===== config.mk =====
export PLATFORM = sky130hd
export DESIGN_NAME = dp_exec_unit
export DESIGN_NICKNAME = d
export VERILOG_FILES = /design/src/rtl/dpx_pkg.sv /design/src/rtl/dpx_cond.sv /design/src/rtl/dpx_arith.sv /design/src/rtl/dp_exec_unit.sv
export SDC_FILE = /design/constraint.sdc
export NUM_CORES = 1
export LEC_CHECK = 0
export BUFFER_PORTS_ARGS = -buffer_cell sky130_fd_sc_hd__buf_4
export CAP_MARGIN = 20
export CELL_PAD_IN_SITES_DETAIL_PLACEMENT = 1
export CELL_PAD_IN_SITES_GLOBAL_PLACEMENT = 1
export CORE_ASPECT_RATIO = 1.75
export CORE_UTILIZATION = 41
export CTS_BUF_LIST = sky130_fd_sc_hd__clkbuf_4
export DETAILED_ROUTE_END_ITERATION = 7
export PLACE_DENSITY_LB_ADDON = 0.1
export REMOVE_ABC_BUFFERS = 1
export SYNTH_ARGS = -nofsm -noshare
export SYNTH_HDL_FRONTEND = slang
export SYNTH_SLANG_ARGS = --single-unit

===== constraint.sdc =====
create_clock -name clk -period 0.8 [get_ports clk]
set_input_delay 0.04 -clock clk [delete_from_list [all_inputs] [get_ports clk]]
set_output_delay 0.04 -clock clk [all_outputs]
set_load 0.02 [all_outputs]

===== src/rtl/dpx_pkg.sv =====
package dpx_pkg;

    typedef enum logic [3:0] {
        OP_AND   = 4'd0,
        OP_XOR   = 4'd1,
        OP_SUB   = 4'd2,
        OP_RSUB  = 4'd3,
        OP_ADD   = 4'd4,
        OP_ADDC  = 4'd5,
        OP_SUBC  = 4'd6,
        OP_RSUBC = 4'd7,
        OP_TEST  = 4'd8,
        OP_TEQV  = 4'd9,
        OP_CMPS  = 4'd10,
        OP_CMPN  = 4'd11,
        OP_OR    = 4'd12,
        OP_MOVE  = 4'd13,
        OP_CLR   = 4'd14,
        OP_NOT   = 4'd15
    } alu_op_e;

    typedef struct packed {
        logic n;
        logic z;
        logic c;
        logic v;
    } flags_t;

    // Opcodes that produce no register write (flag-only group)
    function automatic logic is_compare(input alu_op_e op);
        return (op[3:2] == 2'b10);
    endfunction

    // Opcodes whose carry comes from the shifter and that keep V
    function automatic logic is_logic(input alu_op_e op);
        case (op)
            OP_AND, OP_XOR, OP_TEST, OP_TEQV,
            OP_OR, OP_MOVE, OP_CLR, OP_NOT: return 1'b1;
            default:                        return 1'b0;
        endcase
    endfunction

endpackage


===== src/rtl/dpx_cond.sv =====
module dpx_cond
    import dpx_pkg::*;
(
    input  logic [3:0] cond,
    input  flags_t     flg,
    output logic       pass
);
    logic ge;
    assign ge = (flg.n == flg.v);

    always_comb begin
        case (cond)
            4'd0:    pass = flg.z;
            4'd1:    pass = !flg.z;
            4'd2:    pass = flg.c;
            4'd3:    pass = !flg.c;
            4'd4:    pass = flg.n;
            4'd5:    pass = !flg.n;
            4'd6:    pass = flg.v;
            4'd7:    pass = !flg.v;
            4'd8:    pass = flg.c && !flg.z;
            4'd9:    pass = !flg.c || flg.z;
            4'd10:   pass = ge;
            4'd11:   pass = !ge;
            4'd12:   pass = !flg.z && ge;
            4'd13:   pass = flg.z || !ge;
            4'd14:   pass = 1'b1;
            default: pass = 1'b0;   // code 15: never executes
        endcase
    end
endmodule


===== src/rtl/dpx_arith.sv =====
module dpx_arith
    import dpx_pkg::*;
#(
    parameter int W = 32
) (
    input  alu_op_e      op,
    input  logic [W-1:0] a,
    input  logic [W-1:0] b,
    input  logic         cin,
    output logic [W-1:0] res,
    output logic         carry,
    output logic         ovf
);
    localparam int SW = W + 1;

    logic [W-1:0]  x, y;
    logic          ci;
    logic [SW-1:0] sum;
    logic [W-1:0]  lres;

    // Operand steering for the single shared adder
    always_comb begin
        x  = a;
        y  = b;
        ci = 1'b0;
        case (op)
            OP_ADDC:          ci = cin;
            OP_SUB, OP_CMPS:  begin y = ~b; ci = 1'b1; end
            OP_SUBC:          begin y = ~b; ci = cin;  end
            OP_RSUB:          begin x = b; y = ~a; ci = 1'b1; end
            OP_RSUBC:         begin x = b; y = ~a; ci = cin;  end
            default:          ;
        endcase
    end

    assign sum = {1'b0, x} + {1'b0, y} + {{(SW-1){1'b0}}, ci};

    always_comb begin
        case (op)
            OP_AND, OP_TEST: lres = a & b;
            OP_XOR, OP_TEQV: lres = a ^ b;
            OP_OR:           lres = a | b;
            OP_MOVE:         lres = b;
            OP_CLR:          lres = a & ~b;
            default:         lres = ~b;
        endcase
    end

    assign res   = is_logic(op) ? lres : sum[W-1:0];
    assign carry = sum[W];
    assign ovf   = (x[W-1] == y[W-1]) && (sum[W-1] != x[W-1]);
endmodule


===== src/rtl/dp_exec_unit.sv =====
module dp_exec_unit
    import dpx_pkg::*;
#(
    parameter int DATA_W  = 32,
    parameter int RIDX_W  = 4,
    parameter int PC_IDX  = 15
) (
    input  logic              clk,
    input  logic              rst_n,
    input  logic              in_valid,
    input  logic [31:0]       instr,
    input  logic [DATA_W-1:0] rn_val,
    input  logic [DATA_W-1:0] shf_val,
    input  logic              shf_carry,
    input  logic [3:0]        flags_in,
    output logic              out_valid,
    output logic [DATA_W-1:0] result,
    output logic [RIDX_W-1:0] rd_out,
    output logic              reg_we,
    output logic [3:0]        flags_out,
    output logic              flags_we,
    output logic              restore_req
);
    localparam logic [RIDX_W-1:0] PC_SEL = RIDX_W'(PC_IDX);

    typedef struct packed {
        logic              valid;
        logic [DATA_W-1:0] res;
        logic [RIDX_W-1:0] rd;
        logic              rwe;
        flags_t            flg;
        logic              fwe;
        logic              rst;
    } stage_t;

    stage_t  st_d, st_q;
    flags_t  fin;
    alu_op_e op;
    logic    sbit, pass, exec, cmp;
    logic [DATA_W-1:0] ar_res;
    logic    ar_c, ar_v;
    logic    unused_bits;

    assign fin  = flags_t'(flags_in);
    assign op   = alu_op_e'(instr[24:21]);
    assign sbit = instr[20];
    assign cmp  = is_compare(op);
    assign unused_bits = ^{instr[27:25], instr[19:16], instr[11:0]};

    dpx_cond u_cond (
        .cond (instr[31:28]),
        .flg  (fin),
        .pass (pass)
    );

    dpx_arith #(.W(DATA_W)) u_arith (
        .op    (op),
        .a     (rn_val),
        .b     (shf_val),
        .cin   (fin.c),
        .res   (ar_res),
        .carry (ar_c),
        .ovf   (ar_v)
    );

    assign exec = in_valid && pass;

    always_comb begin
        flags_t nf;
        st_d       = '0;
        st_d.valid = in_valid;
        st_d.res   = ar_res;
        st_d.rd    = instr[12 +: RIDX_W];
        st_d.rwe   = exec && !cmp;
        st_d.rst   = exec && sbit && !cmp && (instr[12 +: RIDX_W] == PC_SEL);
        st_d.fwe   = exec && sbit && !st_d.rst;

        nf   = fin;
        nf.n = ar_res[DATA_W-1];
        nf.z = (ar_res == '0);
        if (is_logic(op)) begin
            nf.c = shf_carry;
        end else begin
            nf.c = ar_c;
            nf.v = ar_v;
        end
        st_d.flg = st_d.fwe ? nf : fin;
    end

    always_ff @(posedge clk or negedge rst_n) begin
        if (!rst_n) st_q <= '0;
        else        st_q <= st_d;
    end

    assign out_valid   = st_q.valid;
    assign result      = st_q.res;
    assign rd_out      = st_q.rd;
    assign reg_we      = st_q.rwe;
    assign flags_out   = st_q.flg;
    assign flags_we    = st_q.fwe;
    assign restore_req = st_q.rst;

    p_nv_inert_r1: assert property (@(posedge clk) disable iff (!rst_n)
        (in_valid && instr[31:28] == 4'hF) |=> (!reg_we && !flags_we && !restore_req));

    p_idle_quiet_r2: assert property (@(posedge clk) disable iff (!rst_n)
        !out_valid |-> (!reg_we && !flags_we && !restore_req));

    p_logic_keeps_v_r6: assert property (@(posedge clk) disable iff (!rst_n)
        (in_valid && is_logic(op)) |=> (flags_out[0] == $past(flags_in[0])));

    p_cmp_no_write_r7: assert property (@(posedge clk) disable iff (!rst_n)
        (in_valid && instr[24:23] == 2'b10) |=> !reg_we);

    p_restore_excl_r8: assert property (@(posedge clk) disable iff (!rst_n)
        restore_req |-> (!flags_we && reg_we && rd_out == PC_SEL));

    p_flags_hold_r9: assert property (@(posedge clk) disable iff (!rst_n)
        in_valid |=> (flags_we || flags_out == $past(flags_in)));

    p_valid_follow_r10: assert property (@(posedge clk) disable iff (!rst_n)
        in_valid |=> out_valid);
endmodule


==> results of run 1 <==
[through the flow]
| stage | utilization | cell area (sq um) | TNS (ns) | hold slack (ns) | instances |
|---|---|---|---|---|---|
| detailed placement | 0.630 | 10700 | -100.11 | -0.0521 | 1664 |
| global placement | 0.630 | 10700 | -96.77 | -0.0503 | 1664 |
| floorplan | - | 6830 | -134.78 | -0.256 | 959 |
[cells by family after synthesis]
kind of cell | Yosys count | share of synthesized area
adder cells (fa/ha/maj) | 65 | 0.116
buffers and inverters | 156 | 0.0890
flip-flops | 44 | 0.154
XOR/XNOR | 25 | 0.0306
multiplexers | 7 | 0.0101
AO/OA/AOI/OAI | 403 | 0.368
AND/OR/NAND/NOR | 332 | 0.233
==> summary.txt, run 1 <==
Outcome
  • Outcome: aborted with a tool error
  • Halt Stage: 4_1_cts
  • Err: [ERROR DPL-0033] detailed placement checks failed during check placement.

Logic synthesis
  • Unique cell type count in the Yosys netlist: 85
  • Top cell type's share of synthesized area: 0.154
  • Number of register bits inferred by synthesis: 44
  • Mapped Cells: 1,032
  • Syn_area_per_cell: 6.94 sq um
  • Main area contributors after synthesis: dfrtp_1 (15%), ha_1 (11%), o21ai_0 (9.9%)
  • Synth warnings: 0
  • Async SR Flop Fraction: 1.00
  • Ys flop type: dfrtp_1
  • Sequential area share after synthesis: 0.154
  • Cell with the most instances after synthesis: o21ai_0
  • Top cells by count, synth: o21ai_0 (141), nand2_1 (136), inv_1 (83)
  • EDFF count, synth: 0
  • Yosys top cell by area: dfrtp_1
  • Mapped Area: 7160 sq um

Clocking
  • CTS H-Tree Depth: 2
  • Post-CTS Resized: 226
  • CTS sink cnt: 44
  • Total CTS buffers: 5
  • Root Buffer: clkbuf_4
  • Setup Buffers After CTS: 25
  • CTS Hold Bufs: 10
  • Clock tree buffer depth: 2

Floorplan
  • Rows: 63
  • Die height: 177 microns
  • I/O Pins: 148
  • Die width: 102 microns
  • Starting Density: 0.420

Placement
  • Place WS: -3.91 ns
  • Routability-driven placement congestion ratio: 0.985
  • Port bufs: 128
  • Dpl hpwl: 31,900 microns
==> inputs of run 2 (changes only) <==
--- a/config.mk
+++ b/config.mk
@@ -7,13 +7,9 @@
 export LEC_CHECK = 0
 export BUFFER_PORTS_ARGS = -buffer_cell sky130_fd_sc_hd__buf_4
 export CAP_MARGIN = 20
-export CELL_PAD_IN_SITES_DETAIL_PLACEMENT = 1
-export CELL_PAD_IN_SITES_GLOBAL_PLACEMENT = 1
-export CORE_ASPECT_RATIO = 1.75
-export CORE_UTILIZATION = 41
-export CTS_BUF_LIST = sky130_fd_sc_hd__clkbuf_4
+export CORE_UTILIZATION = 36
 export DETAILED_ROUTE_END_ITERATION = 7
-export PLACE_DENSITY_LB_ADDON = 0.1
+export PLACE_DENSITY_LB_ADDON = 0.15
 export REMOVE_ABC_BUFFERS = 1
 export SYNTH_ARGS = -nofsm -noshare
 export SYNTH_HDL_FRONTEND = slang
==> run 2 against run 1 <==
The flow now finishes, with violations (negative setup slack); synthesized area did not move; synthesized cell count unchanged.
==> summary.txt, run 2 <==
GRT
  • Gr ovfl total: 0
  • Global-route wire length before repair: 47,600 microns
  • Met3 usage: 0.0298
  • Vias in the first global route: 8,840
  • Pin count of the biggest net entering global routing: 51
  • Busiest layer in global routing: met2
  • Grt met1 use: 0.424
  • Antenna violations before repair: 0
  • Tot GR Track Use: 0.303
  • GRT met2 Usage: 0.490

Power and ir drop
  • Pwr dens: 1370 nW/um^2
  • Static leakage: 5.90 nW
  • Peak supply drop: 0.000877 V
  • Total power: 0.0172 W

Min path
  • Worst Hold Path Cells: 3
  • Hold Path Class: primary input to flip-flop
  • HP Start: shf_carry
  • WHS Endpoint: flags_out[1]$_DFF_PN0_

STA
  • Achievable Freq: 261 MHz
  • PnR worst setup slack: -3.03 ns
  • Min Tclk post-route: 3.83 ns
  • Slew of the pin with the lowest slew margin: 0.836 ns
  • RSZ-0062 raised after global routing: true
  • Final hold vios: 0
  • Period utilisation layout: 4.79
  • Setup tns final: -77.26 ns
  • Final setup vio count: 83
  • Rel. slew slack: 0.428
  • Final Max Tran Viols: 0

Clocking
  • CTS H-Tree Depth: 2
  • Total CTS buffers: 5
  • Root Buffer: clkbuf_16
  • Reg clk slew, reported paths: 0.06 ns
  • TritonCTS clock tree: done
  • CTS sink cnt: 44
  • Clock tree buffer depth: 2

Critical path
  • Required @ worst endpoint: 1.00 ns
  • CP arrival: 4.03 ns
  • Worst-path maximum fanout: 2
  • Type of destination of the critical path: flip-flop
  • Crit Path Category: primary input to flip-flop
  • Startpoint Class: primary input

Floorplan
  • Rows: 51
  • Starting Density: 0.368
  • I/O Pins: 148
  • DIE AREA: 20,500 sq um
  • Core Area: 19,500 sq um
  • Die height: 143 microns
  • Die width: 143 microns

Cells and area
  • Diode count: 0
  • Commonest non-fill, non-tap cell in the layout: buf_4
  • Most frequent cells in the layout: buf_4 (386), nand2_1 (126), o21ai_0 (108)
  • Area delta synth->final: 75.9%
  • Flip-flop count of the largest register after layout: 32
  • Layout Cells excl Fill: 1,731
  • Final core utilization: 0.647
  • Fraction of layout cells with a size suffix above 1: 0.467
  • Final Net Count: 1,634

Detailed routing
  • Vias per inst: 5.70
  • Post-route DRC: 0
  • Via Count: 9,873
  • First-pass iteration count of the detailed router: 5
  • Final WL: 32,700 microns
  • Antenna Nets Post-Route: 0
  • Avg WL per Cell: 18.9 microns
  • Detailed Route Iter0 Violations: 829

Flow run
  • Maxcap violations: 0

Placement
  • Routability-driven placement congestion ratio: 0.965
  • Placed cell count: 1,665
  • Dpl hpwl: 23,900 microns
  • Place WS: -3.67 ns
  • Port bufs: 128

Logic synthesis
  • Top cells by count, synth: o21ai_0 (141), nand2_1 (136), inv_1 (83)
  • Syn_area_per_cell: 6.94 sq um
  • Mapped Cells: 1,032
  • Ys flop type: dfrtp_1
  • Mapped Area: 7160 sq um
  • Top cell type's share of synthesized area: 0.154
  • Async SR Flop Fraction: 1.00
  • Cell with the most instances after synthesis: o21ai_0
  • Yosys top cell by area: dfrtp_1
  • Main area contributors after synthesis: dfrtp_1 (15%), ha_1 (11%), o21ai_0 (9.9%)
  • Number of register bits inferred by synthesis: 44
  • Synth warnings: 0
  • Unique cell type count in the Yosys netlist: 85
  • Sequential area share after synthesis: 0.154
  • EDFF count, synth: 0

Outcome
  • Violated checks: negative setup slack
  • Outcome: finished with violations
## run 2: worst max-delay path: stages
cell      delay [ns]
buf_6           0.09
and2_4          0.16
nor3_4          0.13
o21bai_4        0.18
nor2_2          0.07
a211oi_2        0.18
fa_2            0.26
inv_2           0.05
fa_2            0.34
a21o_1          0.21
a221oi_4        0.29
xnor2_1         0.09
a32o_2          0.23
or4_4           0.42
or4_4           0.56
nor4_4          0.26
buf_4           0.15
nand4b_1        0.09
o31ai_2         0.23
## run 2: kinds of logic after synthesis
logic type	after synthesis	synth area share
adders and majority gates	65	0.116
and+or+nand+nor	332	0.233
xor gates and xnor gates	25	0.0306
muxes	7	0.0101
AOI/OAI and AO/OA	403	0.368
DFF	44	0.154
buffers and inverters	156	0.0890
## run 2: worst max path at each step
stage	start	to	slack [ns]	depth (start not counted)
after floorplan	instr[24]	flags_out[2]$_DFF_PN0_	-4.97	17
after global placement	instr[24]	flags_out[2]$_DFF_PN0_	-3.54	19
after detailed placement	instr[24]	flags_out[2]$_DFF_PN0_	-3.67	19
after CTS	instr[23]	flags_out[2]$_DFF_PN0_	-3.11	19
after global routing	instr[23]	flags_out[2]$_DFF_PN0_	-3.19	19
final	instr[23]	flags_out[2]$_DFF_PN0_	-3.03	19
## run 2: routing by layer
layer	wire [microns]	up-vias	share of wire
li1	-	4687	-
met1	14000	4663	0.43
met2	15100	454	0.46
met3	2680	69	0.082
met4	938	0	0.029
met5	0	-	0
## run 2: area by class of cell
class | count | area (sq um)
Timing Repair Buffer | 499 | 4240
Tap cell | 265 | 332
Inverter | 83 | 312
Multi-Input combinational cell | 832 | 6470
Sequential cell | 44 | 1100
Clock buffer | 8 | 146
Fill cell | 1701 | 6870
## run 2: power by group
part	total (W)	switching, W	leakage (nW)	internal [W]
logic	0.0123	0.00605	5.30	0.00625
registers	0.00280	0.000193	0.530	0.00261
clock network	0.00212	0.000873	0.0712	0.00125
total	0.0172	0.00712	5.90	0.0101
## run 2: repair_timing
| action | 4_1_cts | 5_1_grt |
|---|---|---|
| setup buffers | 28 | 36 |
| endpoints found under the hold margin | 50 | 0 |
| endpoints found under the setup margin | 83 | 83 |
| hold buffers | 7 | 0 |
| pin swaps | 58 | 83 |
| gates resized for setup | 200 | 164 |
## run 2: through the flow
step,hold slack [ns],cell area (sq um)
5_1_grt,0.0888,12600
4_1_cts,0.0614,11700
3_5_place_dp,-0.0620,10500
2_1_floorplan,-0.256,6830
3_3_place_gp,-0.0601,10500
6_report,0.0823,12600
No activity file was read; power rests on OpenSTA's default activity.
==> inputs of run 3 (changes only) <==
==> constraint.sdc (replaced) <==
create_clock -name clk -period 0.8 [get_ports clk]
set_input_delay 0.16 -clock clk [delete_from_list [all_inputs] [get_ports clk]]
set_output_delay 0.16 -clock clk [all_outputs]
set_load 0.02 [all_outputs]
==> run 3 against run 2 <==
The flow still finishes with violations (negative setup slack); first-iteration DRC count shrank 5.4%; largest cell class unchanged; worst hold slack gained 0.067 ns; power shrank 1.6%; critical path depth unchanged; global-route usage up 0.13 points; core utilization shrank 0.73 points; design area shrank 1.1%; setup slack worse by 0.15 ns.
==> summary.txt, run 3 (synthesis gave the netlist of run 2 again) <==
Flow run
  • Maxcap violations: 0

Placement
  • Dpl hpwl: 24,000 microns
  • Port bufs: 128
  • Placed cell count: 1,665
  • Routability-driven placement congestion ratio: 0.978

Detailed routing
  • First-pass iteration count of the detailed router: 6
  • Vias per inst: 5.62
  • Antenna Nets Post-Route: 0
  • Final WL: 32,000 microns
  • Post-route DRC: 0
  • Detailed Route Iter0 Violations: 784
  • Via Count: 9,711
  • Avg WL per Cell: 18.5 microns

STA
  • PnR worst setup slack: -3.18 ns
  • Final Max Tran Viols: 0
  • Rel. slew slack: 0.366
  • Min Tclk post-route: 3.98 ns
  • Slew of the pin with the lowest slew margin: 0.927 ns
  • Achievable Freq: 251 MHz
  • Final setup vio count: 83
  • Period utilisation layout: 4.97
  • RSZ-0062 raised after global routing: true
  • Final hold vios: 0

Cells and area
  • Diode count: 0
  • Commonest non-fill, non-tap cell in the layout: buf_4
  • Fraction of layout cells with a size suffix above 1: 0.452
  • Layout Cells excl Fill: 1,728
  • Flip-flop count of the largest register after layout: 32
  • Most frequent cells in the layout: buf_4 (379), nand2_1 (125), o21ai_0 (108)
  • Final core utilization: 0.640
  • Final Net Count: 1,631
  • FILL cells: 1,726
  • Area delta synth->final: 73.9%

GRT
  • Antenna violations before repair: 0
  • Gr ovfl total: 0
  • Vias in the first global route: 8,973
  • Tot GR Track Use: 0.305
  • Global-route wire length before repair: 48,000 microns
  • Pin count of the biggest net entering global routing: 51

Clocking
  • TritonCTS clock tree: done
  • Root Buffer: clkbuf_16
  • Clock tree buffer depth: 2
  • Total CTS buffers: 5
  • CTS H-Tree Depth: 2
  • CTS sink cnt: 44
  • Reg clk slew, reported paths: 0.06 ns

Critical path
  • Worst-path maximum fanout: 5
  • Peak per-stage delay on the critical path: 0.51 ns
  • CP most frequent cell: fa_2
  • Startpoint Class: primary input
  • CP arrival: 4.18 ns
  • Critical path's slowest cell: or4_4
  • Crit Path Category: primary input to flip-flop
  • Required @ worst endpoint: 1.00 ns
  • Type of destination of the critical path: flip-flop
  • CP cell instances: buf_6 > and2_4 > nor3_4 > o21bai_4 > nor2_2 > a211oi_4 > fa_2 > inv_2 > fa_2 > a21o_1 > a221o_2 > a21oi_4 > xnor2_2 > a2111o_1 > or4_4 > nor4_4 > buf_4 > nand4b_1 > o31ai_2

Floorplan
  • I/O Pins: 148
  • DIE AREA: 20,500 sq um
  • Rows: 51
  • Starting Density: 0.368
  • Die height: 143 microns
  • Die width: 143 microns
  • Core Area: 19,500 sq um

Power and ir drop
  • Peak supply drop: 0.000750 V
  • Static leakage: 5.87 nW
  • Pwr dens: 1360 nW/um^2

Outcome
  • Violated checks: negative setup slack
  • Outcome: finished with violations

Min path
  • Hold Path Class: primary input to flip-flop
## run 3: changes by cell type in the layout (fill, tap and decap cells not counted), sizes merged
cell         previous run  this run
buf                   492       490
dlygate4sd3             7         6
## run 3: area by class of cell
type	instances	area [sq um]	share of cell area
multi-input combinational	832	6320	0.507
inverter	83	312	0.0250
timing repair buffer	496	4240	0.341
tap	265	332	0.0266
sequential	44	1100	0.0884
clock buffer	8	146	0.0118
## run 3: layer usage
| metal | share of wire | global-route usage | up-vias | routed length [microns] |
|---|---|---|---|---|
| met2 | 0.47 | 0.502 | 386 | 14900 |
| met1 | 0.44 | 0.416 | 4591 | 14000 |
| met5 | 0 | 0 | - | 0 |
| met3 | 0.074 | 0.0319 | 59 | 2370 |
| li1 | - | - | 4675 | - |
| met4 | 0.024 | 0.0917 | 0 | 755 |
## run 3: timing repair
item / 4_1_cts / 5_1_grt
setup buffers: 43 / 15
resized for setup: 238 / 100
hold buffers: 6 / 0
setup endpoints to repair: 83 / 83
pin swaps: 78 / 66
hold endpoints to repair: 49 / 0
## run 3: report_power, final
group          switching (W)  total, W  internal, W
sequential          0.000189   0.00280      0.00261
clock               0.000838   0.00208      0.00125
combinational        0.00592    0.0121      0.00614
## run 3: path summary, 6_finish.rpt
kind	startpoint	depth (start not counted)	slack [ns]	to
setup / recovery	instr[23]	19	-3.18	flags_out[2]$_DFF_PN0_
hold / removal	instr[20]	2	0.15	restore_req$_DFF_PN0_
max in group asynchronous	rst_n	3	0.16	result[21]$_DFF_PN0_
min in group asynchronous	rst_n	2	0.27	result[1]$_DFF_PN0_
## run 3: worst max-delay path: cells and delay by family
kind                       cells  cell delay, ns
adders and majority gates      2            0.59
and+or+nand+nor                6            1.23
buffers and inverters          3            0.28
AOI/OAI and AO/OA              7            1.82
xor gates and xnor gates       1            0.09
## run 3: per-stage QoR
stage	power, W	setup slack (ns)	hold WS, ns	instance area, sq um	TNS [ns]
4_1_cts	0.0159	-3.26	0.112	11900	-86.69
5_1_grt	0.0179	-3.35	0.154	12500	-91.10
3_3_place_gp	0.0120	-3.67	0.0300	10500	-97.62
6_report	0.0170	-3.18	0.149	12500	-86.67
3_5_place_dp	0.0121	-3.82	0.0311	10500	-99.56
2_1_floorplan	0.00706	-5.09	-0.136	6830	-139.46
==> inputs of run 4 (changes only) <==
--- a/config.mk
+++ b/config.mk
@@ -13,4 +13,5 @@
 export REMOVE_ABC_BUFFERS = 1
 export SYNTH_ARGS = -nofsm -noshare
 export SYNTH_HDL_FRONTEND = slang
+export SYNTH_HIERARCHICAL = 1
 export SYNTH_SLANG_ARGS = --single-unit
==> run 4 against run 3 <==
The flow still finishes with violations (negative setup slack); die area decreased by 12%; core utilization increased by 2.5 points; via count decreased by 13%; critical endpoint unchanged; highest routed layer unchanged.
==> summary.txt, run 4 <==
Placement
  • Area after DPL: 9670 sq um
  • Placed cell count: 1,501
  • Place WS: -3.57 ns
  • Dpl hpwl: 20,200 microns
  • Port bufs: 128
  • Routability-driven placement congestion ratio: 0.963

Floorplan
  • Die height: 134 microns
  • Die width: 134 microns
  • Core Area: 16,800 sq um
  • Starting Density: 0.373
  • Rows: 47
  • DIE AREA: 18,000 sq um
  • I/O Pins: 148

Cells and area
  • Diode count: 0
  • Most frequent cells in the layout: buf_4 (372), nand2_1 (116), o21ai_0 (112)
  • Final Net Count: 1,495
  • Flip-flop count of the largest register after layout: 32
  • Layout Cells excl Fill: 1,547
  • Post-route cell area: 11,200 sq um
  • Fraction of layout cells with a size suffix above 1: 0.451
  • FILL cells: 1,453
  • Area occupied by registers: 1100 sq um
  • Multi-input logic area: 5280 sq um
  • Commonest non-fill, non-tap cell in the layout: buf_4
  • Area delta synth->final: 78.1%

Clocking
  • Total CTS buffers: 5
  • TritonCTS clock tree: done
  • Reg clk slew, reported paths: 0.07 ns
  • Clock tree buffer depth: 2
  • Root Buffer: clkbuf_16
  • CTS H-Tree Depth: 2
  • CTS sink cnt: 44

STA
  • Achievable Freq: 269 MHz
  • Final Max Tran Viols: 0
  • PnR worst setup slack: -2.91 ns
  • Final hold vios: 0
  • Rel. slew slack: 0.628
  • RSZ-0062 raised after global routing: true
  • Period utilisation layout: 4.64
  • Slew of the pin with the lowest slew margin: 0.558 ns
  • Final setup vio count: 83
  • Setup tns final: -82.26 ns
  • Min Tclk post-route: 3.71 ns

Logic synthesis
  • Main area contributors after synthesis: dfrtp_1 (18%), ha_1 (13%), o21ai_0 (12%)
  • Top cells by count, synth: o21ai_0 (151), nand2_1 (125), inv_1 (77)
  • Mapped Area: 6280 sq um
  • Top cell type's share of synthesized area: 0.175
  • Yosys top cell by area: dfrtp_1
  • Cell with the most instances after synthesis: o21ai_0
  • Syn_area_per_cell: 6.92 sq um
  • Synth warnings: 6
  • EDFF count, synth: 0
  • Sequential area share after synthesis: 0.175
  • Async SR Flop Fraction: 1.00
  • Unique cell type count in the Yosys netlist: 73
  • Mapped Cells: 907
  • Number of register bits inferred by synthesis: 44
  • Ys flop type: dfrtp_1

GRT
  • Vias in the first global route: 8,039
  • Global-route wire length before repair: 41,600 microns
  • Gr ovfl total: 0
  • Antenna violations before repair: 0
  • Tot GR Track Use: 0.295
  • Pin count of the biggest net entering global routing: 28

Outcome
  • Violated checks: negative setup slack
  • Outcome: finished with violations

Critical path
  • Worst-path maximum fanout: 8
  • CP arrival: 3.92 ns
  • Startpoint Class: primary input
  • Required @ worst endpoint: 1.01 ns
  • Type of destination of the critical path: flip-flop
  • Crit Path Category: primary input to flip-flop

Min path
  • Worst Hold Path Cells: 2
  • Hold Path Class: primary input to flip-flop

Detailed routing
  • Via Count: 8,449
  • First-pass iteration count of the detailed router: 8
  • Vias per inst: 5.46
  • Post-route DRC: 0
  • Antenna Nets Post-Route: 0
  • Avg WL per Cell: 17.2 microns
  • Final WL: 26,700 microns
  • Detailed Route Iter0 Violations: 719

Flow run
  • Maxcap violations: 0

Power and ir drop
  • Total power: 0.0159 W
  • Peak supply drop: 0.000872 V
  • Static leakage: 5.44 nW
  • Pwr dens: 1420 nW/um^2
run 4: cell types whose count changed after synthesis, moves of 9 or more:
cell	delta
a222oi_1	+11
o21ai_0	+10
o22ai_1	+13
nor2b_1	-9
nand2_1	-11
xnor2_1	+18
buf_2	-9
o221ai_1	-9
and3_1	-15
nor4_1	+9
run 4: worst max-delay path, stage by stage:
cell,delay (ns)
buf_8,0.11
buf_8,0.14
inv_1,0.12
nor3_4,0.07
buf_6,0.14
o21ai_0,0.29
o21ai_1,0.18
ha_2,0.41
nand2_2,0.07
or4_4,0.52
a21oi_4,0.15
o21ai_2,0.08
a211o_1,0.36
a21oi_2,0.22
o31ai_1,0.10
a31o_1,0.21
nor4_2,0.29
nand4_1,0.11
o31ai_1,0.19
run 4: final cells by class:
type,count,area share
Multi-Input combinational cell,729,0.472
Tap cell,220,0.0246
Sequential cell,44,0.0984
Clock buffer,6,0.0124
Clock inverter,2,0.00347
Timing Repair Buffer,468,0.362
Inverter,78,0.0266
run 4: cell families (layout without fill, tap and decap cells):
| family | Yosys count | count (layout) | synth area share |
|---|---|---|---|
| AO/OA/AOI/OAI | 361 | 361 | 0.351 |
| buffers and inverters | 134 | 554 | 0.0811 |
| XOR/XNOR | 44 | 44 | 0.0626 |
| adder cells (fa/ha/maj) | 65 | 65 | 0.132 |
| flip-flops | 44 | 44 | 0.175 |
| multiplexers | 8 | 8 | 0.0145 |
| AND/OR/NAND/NOR | 251 | 251 | 0.184 |
run 4: path summary, 6_finish.rpt:
kind | endpoint | startpoint
worst max-delay path | flags_out[2]$_DFF_PN0_ | instr[22]
worst min-delay path | out_valid$_DFF_PN0_ | in_valid
max in group asynchronous | result[22]$_DFF_PN0_ | rst_n
min in group asynchronous | rd_out[3]$_DFF_PN0_ | rst_n
run 4: timing repair:
item                       CTS  global route
hold buffers                 5             0
setup buffers               22            10
hold endpoints to repair    48             0
setup endpoints to repair   83            83
cloned                       3             0
pin swaps                   88            53
resized for setup          209            55
run 4: routing by layer:
metal,up-vias,global-route usage,routed length [microns]
li1,4130,-,-
met1,3941,0.387,11700
met2,323,0.502,12500
met3,55,0.0344,1670
met4,0,0.0955,742
met5,-,0,0
run 4: power by group:
group	internal, W	switching [W]
Sequential	0.00262	0.000185
Clock	0.00157	0.00100
Combinational	0.00540	0.00510
Total	0.00959	0.00629
run 4: stage by stage:
stage / utilization / hold WS [ns]
3_5_place_dp: 0.575 / 0.0174
4_1_cts: 0.649 / 0.102
3_3_place_gp: 0.575 / 0.0178
6_report: 0.665 / 0.117
5_1_grt: 0.665 / 0.115
2_1_floorplan: - / -0.136
